[config.mk]
export PLATFORM = sky130hd
export DESIGN_NAME = recip_period_counter
export DESIGN_NICKNAME = d
export VERILOG_FILES = /design/src/rtl/recip_pkg.sv /design/src/rtl/recip_edge_det.sv /design/src/rtl/recip_ref_cnt.sv /design/src/rtl/recip_period_cnt.sv /design/src/rtl/recip_period_counter.sv
export SDC_FILE = /design/constraint.sdc
export NUM_CORES = 1
export LEC_CHECK = 0
export ABC_AREA = 0
export BUFFER_PORTS_ARGS = -buffer_cell sky130_fd_sc_hd__buf_2
export CAP_MARGIN = 20
export CORE_MARGIN = 4
export CORE_UTILIZATION = 55
export CTS_CLUSTER_DIAMETER = 30
export DETAILED_ROUTE_END_ITERATION = 8
export PLACE_DENSITY_LB_ADDON = 0.2
export SYNTH_ARGS = -nofsm -noshare
export SYNTH_HDL_FRONTEND = slang
export SYNTH_SLANG_ARGS = --single-unit
[constraint.sdc]
create_clock -name clk_i -period 3.2 [get_ports clk_i]
set_input_delay 0.64 -clock clk_i [delete_from_list [all_inputs] [get_ports clk_i]]
set_output_delay 0.64 -clock clk_i [all_outputs]
set_load 0.02 [all_outputs]
[src/rtl/recip_pkg.sv]
package recip_pkg;
  typedef enum logic [1:0] {
    ST_IDLE  = 2'd0,
    ST_ARM   = 2'd1,
    ST_COUNT = 2'd2
  } meas_state_e;
endpackage

[src/rtl/recip_edge_det.sv]
module recip_edge_det (
  input  logic clk_i,
  input  logic rst_ni,
  input  logic sig_i,
  output logic rise_o
);
  logic sig_q;

  always_ff @(posedge clk_i or negedge rst_ni) begin
    if (!rst_ni) sig_q <= 1'b0;
    else         sig_q <= sig_i;
  end

  assign rise_o = sig_i & ~sig_q;
endmodule

[src/rtl/recip_ref_cnt.sv]
module recip_ref_cnt #(
  parameter int unsigned CNT_W = 16
) (
  input  logic             clk_i,
  input  logic             rst_ni,
  input  logic             clr_i,
  input  logic             en_i,
  output logic [CNT_W-1:0] cnt_o,
  output logic             at_max_o
);
  localparam logic [CNT_W-1:0] CntMax = {CNT_W{1'b1}};

  logic [CNT_W-1:0] cnt_q;

  always_ff @(posedge clk_i or negedge rst_ni) begin
    if (!rst_ni)                         cnt_q <= '0;
    else if (clr_i)                      cnt_q <= '0;
    else if (en_i && (cnt_q != CntMax))  cnt_q <= cnt_q + 1'b1;
  end

  assign cnt_o    = cnt_q;
  assign at_max_o = (cnt_q == CntMax);
endmodule

[src/rtl/recip_period_cnt.sv]
module recip_period_cnt #(
  parameter int unsigned M_W = 8
) (
  input  logic           clk_i,
  input  logic           rst_ni,
  input  logic           clr_i,
  input  logic           rise_en_i,
  input  logic [M_W-1:0] m_i,
  output logic           hit_o
);
  logic [M_W-1:0] edges_q;

  always_ff @(posedge clk_i or negedge rst_ni) begin
    if (!rst_ni)        edges_q <= '0;
    else if (clr_i)     edges_q <= '0;
    else if (rise_en_i) edges_q <= edges_q + 1'b1;
  end

  // m_i is never zero here
  assign hit_o = rise_en_i && (edges_q == m_i - 1'b1);
endmodule

[src/rtl/recip_period_counter.sv]
module recip_period_counter
  import recip_pkg::*;
#(
  parameter int unsigned CNT_W = 16,
  parameter int unsigned M_W   = 8
) (
  input  logic             clk_i,
  input  logic             rst_ni,
  input  logic             start_i,
  input  logic             sig_i,
  input  logic [M_W-1:0]   periods_i,
  output logic [CNT_W-1:0] count_o,
  output logic             valid_o,
  output logic             overflow_o,
  output logic             timeout_o
);
  localparam logic [CNT_W-1:0] CntAll = {CNT_W{1'b1}};
  localparam logic [M_W-1:0]   MOne   = {{(M_W-1){1'b0}}, 1'b1};

  meas_state_e      state_q;
  logic [M_W-1:0]   m_q;
  logic [CNT_W-1:0] count_q;
  logic             valid_q, ovf_q, tmo_q;

  logic             rise;
  logic [CNT_W-1:0] ref_cnt;
  logic             ref_at_max;
  logic             close_hit;
  logic             open_win;

  assign open_win = (state_q == ST_ARM) && rise;

  recip_edge_det u_edge (
    .clk_i  (clk_i),
    .rst_ni (rst_ni),
    .sig_i  (sig_i),
    .rise_o (rise)
  );

  recip_ref_cnt #(.CNT_W(CNT_W)) u_ref (
    .clk_i    (clk_i),
    .rst_ni   (rst_ni),
    .clr_i    (start_i | open_win),
    .en_i     (state_q != ST_IDLE),
    .cnt_o    (ref_cnt),
    .at_max_o (ref_at_max)
  );

  recip_period_cnt #(.M_W(M_W)) u_per (
    .clk_i     (clk_i),
    .rst_ni    (rst_ni),
    .clr_i     (start_i | open_win),
    .rise_en_i ((state_q == ST_COUNT) && rise),
    .m_i       (m_q),
    .hit_o     (close_hit)
  );

  always_ff @(posedge clk_i or negedge rst_ni) begin
    if (!rst_ni) begin
      state_q <= ST_IDLE;
      m_q     <= MOne;
      count_q <= '0;
      valid_q <= 1'b0;
      ovf_q   <= 1'b0;
      tmo_q   <= 1'b0;
    end else if (start_i) begin
      state_q <= ST_ARM;
      m_q     <= (periods_i == '0) ? MOne : periods_i;
      count_q <= '0;
      valid_q <= 1'b0;
      ovf_q   <= 1'b0;
      tmo_q   <= 1'b0;
    end else begin
      valid_q <= 1'b0;
      unique case (state_q)
        ST_ARM: begin
          if (rise) begin
            state_q <= ST_COUNT;
          end else if (ref_at_max) begin
            tmo_q   <= 1'b1;
            valid_q <= 1'b1;
            state_q <= ST_IDLE;
          end
        end
        ST_COUNT: begin
          // saturation wins: a close at full scale would need one more code
          if (ref_at_max) begin
            ovf_q   <= 1'b1;
            count_q <= CntAll;
            valid_q <= 1'b1;
            state_q <= ST_IDLE;
          end else if (close_hit) begin
            count_q <= ref_cnt + 1'b1;
            valid_q <= 1'b1;
            state_q <= ST_IDLE;
          end
        end
        default: state_q <= ST_IDLE;
      endcase
    end
  end

  assign count_o    = count_q;
  assign valid_o    = valid_q;
  assign overflow_o = ovf_q;
  assign timeout_o  = tmo_q;
endmodule

==> out/results.tsv <==
metric	value	unit
outcome	finished, final reports clean	
GRT Util Overall	0.199	
CTS buffer count	5	
CP max FO	16	
Die Y	81.1	microns
grt total ovfl	0	
routed len/inst	14.8	microns
Via-to-Cell Ratio	5.51	
# fillers	459	
Die ar.	6570	sq um
final std cells w/o fill	385	
drt first pass iters	4	
Area growth, synth to finish	9.93	%
Leak	1.59	nW
final worst path period need	2.51	ns
routed vias	2120	
Antenna Nets Post-Route	0	
GP Congestion	0.832	
IO Port Bufs	30	
Post-CTS Setup Repair Bufs	0	
vias in the first global route	2071	
RSZ-0062 raised after global routing	no	
R2R setup slack	0.69	ns
R2R cell count	9	
critical path class	register to register	
Diodes inserted	0	
Fin. Hold Viols	0	
largest net degree at the start of global routing	38	
Synth cell types	48	
CP peak stage delay	0.59	ns
Worst-Margin Slew	0.675	ns
Worst EP arrival	2.76	ns
final HPWL from detailed placement	4.11	mm
Post-synth ARST share	1.00	
htree depth	2	
clk buf depth	2	
post_cts resized	0	
Critical Path End Type	register	
I/O pin cnt	31	
Setup crit start	m_q[0]	
# DRC	0	
Yosys top cell by area	dfrtp_1	
sequential cell area	1350	sq um
# hold bufs at CTS	0	
Die W	81.1	microns
critical path launch point type	register	
Final TNS setup	0	ns
synth warn	0	
Synth Flop Type	dfrtp_1	
CTS tree	done	
Seq cells post-synth	54	
fin crit share	0.784	
initial antenna violation count	0	
Max Clk Rate	399	MHz
Syn Std Cell Area	2940	sq um
std cell rows	26	
Area contributors post-synth	dfrtp_1, xor2_1, a22o_1	
clock latency on the worst-skew pair	0.31	ns
Setup Skew	0.00656	ns
starting density of the core	0.571	
Req. time, crit path	3.45	ns
final WL	5.71	mm
most common cell in the netlist	dfrtp_1	
Post-synth top cells	dfrtp_1, nor2_1, nand2_1	
post-synth net total	305	
first-pass GRT wire length	10.1	mm
Clock Sinks	54	
top-area cell type share of the netlist area	0.452	
Post-synth EDFFs	0	
cell count after placement	377	
CTS clk-pin slew, worst paths	0.10	ns
max-slew violations	0	
IR Drop Worst-Case VDD	0.289	mV
worst-path cell chain	inv_1, ha_1, nand2b_1, a21oi_1, o31a_1, nor3_2, o21a_1, nor3b_4, a22o_1	
relative slew slack	0.550	
CTS root buf	clkbuf_8	
nets	332	
layout cells sized above 1	0.184	
sequential-to-total area share from yosys stat	0.461	
power density over cell area	407	nW/um^2
critical path's slowest cell	nor3b_4	
RR Endpoint	count_o[8]	
reg-to-reg startpoint	m_q[0]	
DRT iter0 DRCs	168	
area of the multi-input gates	1490	sq um
cell count after synthesis	287	
# setup viols final	0	
syn_area_per_cell	10.2	sq um
maximum capacitance violations	0	
core area	5140	sq um
worst min-delay path category	input pin to async pin	
## state kept, by name, summed over array words and instances, names as in the netlist
signal / cells
u_ref.cnt_o: 16
count_o: 16
overflow_o: 1
m_q: 8
u_per.edges_q: 8
u_edge.sig_q: 1
timeout_o: 1
state_q: 2
valid_o: 1
## how the worst max path moves through the flow
stage / to / slack (ns)
after CTS: count_o[14] / 0.66
after detailed placement: count_o[5] / 0.69
after floorplan: count_o[14] / 0.97
after global placement: count_o[2] / 0.78
after global routing: count_o[5] / 0.45
final: count_o[8] / 0.69
## per-layer routing
layer	global-route usage	vias up	wire length [microns]
met2	0.312	35	2590
li1	-	1044	-
met1	0.282	1035	2880
met3	0.0355	6	176
met5	0	-	0
met4	0.0574	0	59
## cell usage in the layout (no fill, tap or decap), types with 6 or more instances in the layout
cell | Yosys | routed
nand3_1 | 7 | 7
ha_1 | 6 | 6
a21oi_1 | 9 | 9
dfrtp_1 | 53 | 53
nand2b_1 | 7 | 7
a22o_1 | 16 | 16
buf_2 | 3 | 30
mux2_2 | 7 | 7
xor2_1 | 27 | 27
nor2_1 | 34 | 34
nand2_1 | 30 | 30
o21ai_0 | 8 | 8
xnor2_1 | 11 | 11
## where the power goes
| part | switching (mW) | internal [mW] |
|---|---|---|
| Sequential | 0.0214 | 0.699 |
| Combinational | 0.0793 | 0.0521 |
| Clock | 0.228 | 0.234 |
| Total | 0.329 | 0.985 |
## critical path: cells and delay by family (launching register included)
| family | cells | cell delay, ns |
|---|---|---|
| buffers and inverters | 1 | 0.06 |
| and+or+nand+nor | 3 | 0.83 |
| adders and majority gates | 1 | 0.26 |
| AOI/OAI and AO/OA | 4 | 0.72 |
| DFF | 1 | 0.58 |
## stage by stage
step	utilization	power (mW)	hold slack (ns)	setup WS [ns]	area, sq um
2_1_floorplan	-	0.822	0.344	0.970	2940
3_3_place_gp	0.607	0.863	0.482	0.776	3120
3_5_place_dp	0.607	0.867	0.486	0.693	3120
4_1_cts	0.628	1.32	0.250	0.663	3230
5_1_grt	0.628	1.38	0.265	0.453	3230
6_report	0.628	1.31	0.240	0.691	3230
## area by class of cell
| class | instances | area share |
|---|---|---|
| Clock inverter | 2 | 0.0116 |
| Clock buffer | 6 | 0.0225 |
| Multi-Input combinational cell | 215 | 0.460 |
| Sequential cell | 54 | 0.419 |
| Timing Repair Buffer | 33 | 0.0535 |
| Inverter | 5 | 0.00581 |
| Tap cell | 70 | 0.0271 |
## logic make-up after synthesis
kind of cell	after synthesis	share of synthesized area
xor+xnor	38	0.113
fa+ha+maj	6	0.0256
compound gates	44	0.110
mux	8	0.0303
simple gates	119	0.227
buf+inv	18	0.0332
flops	54	0.461
(Power assumes the default switching activity.)
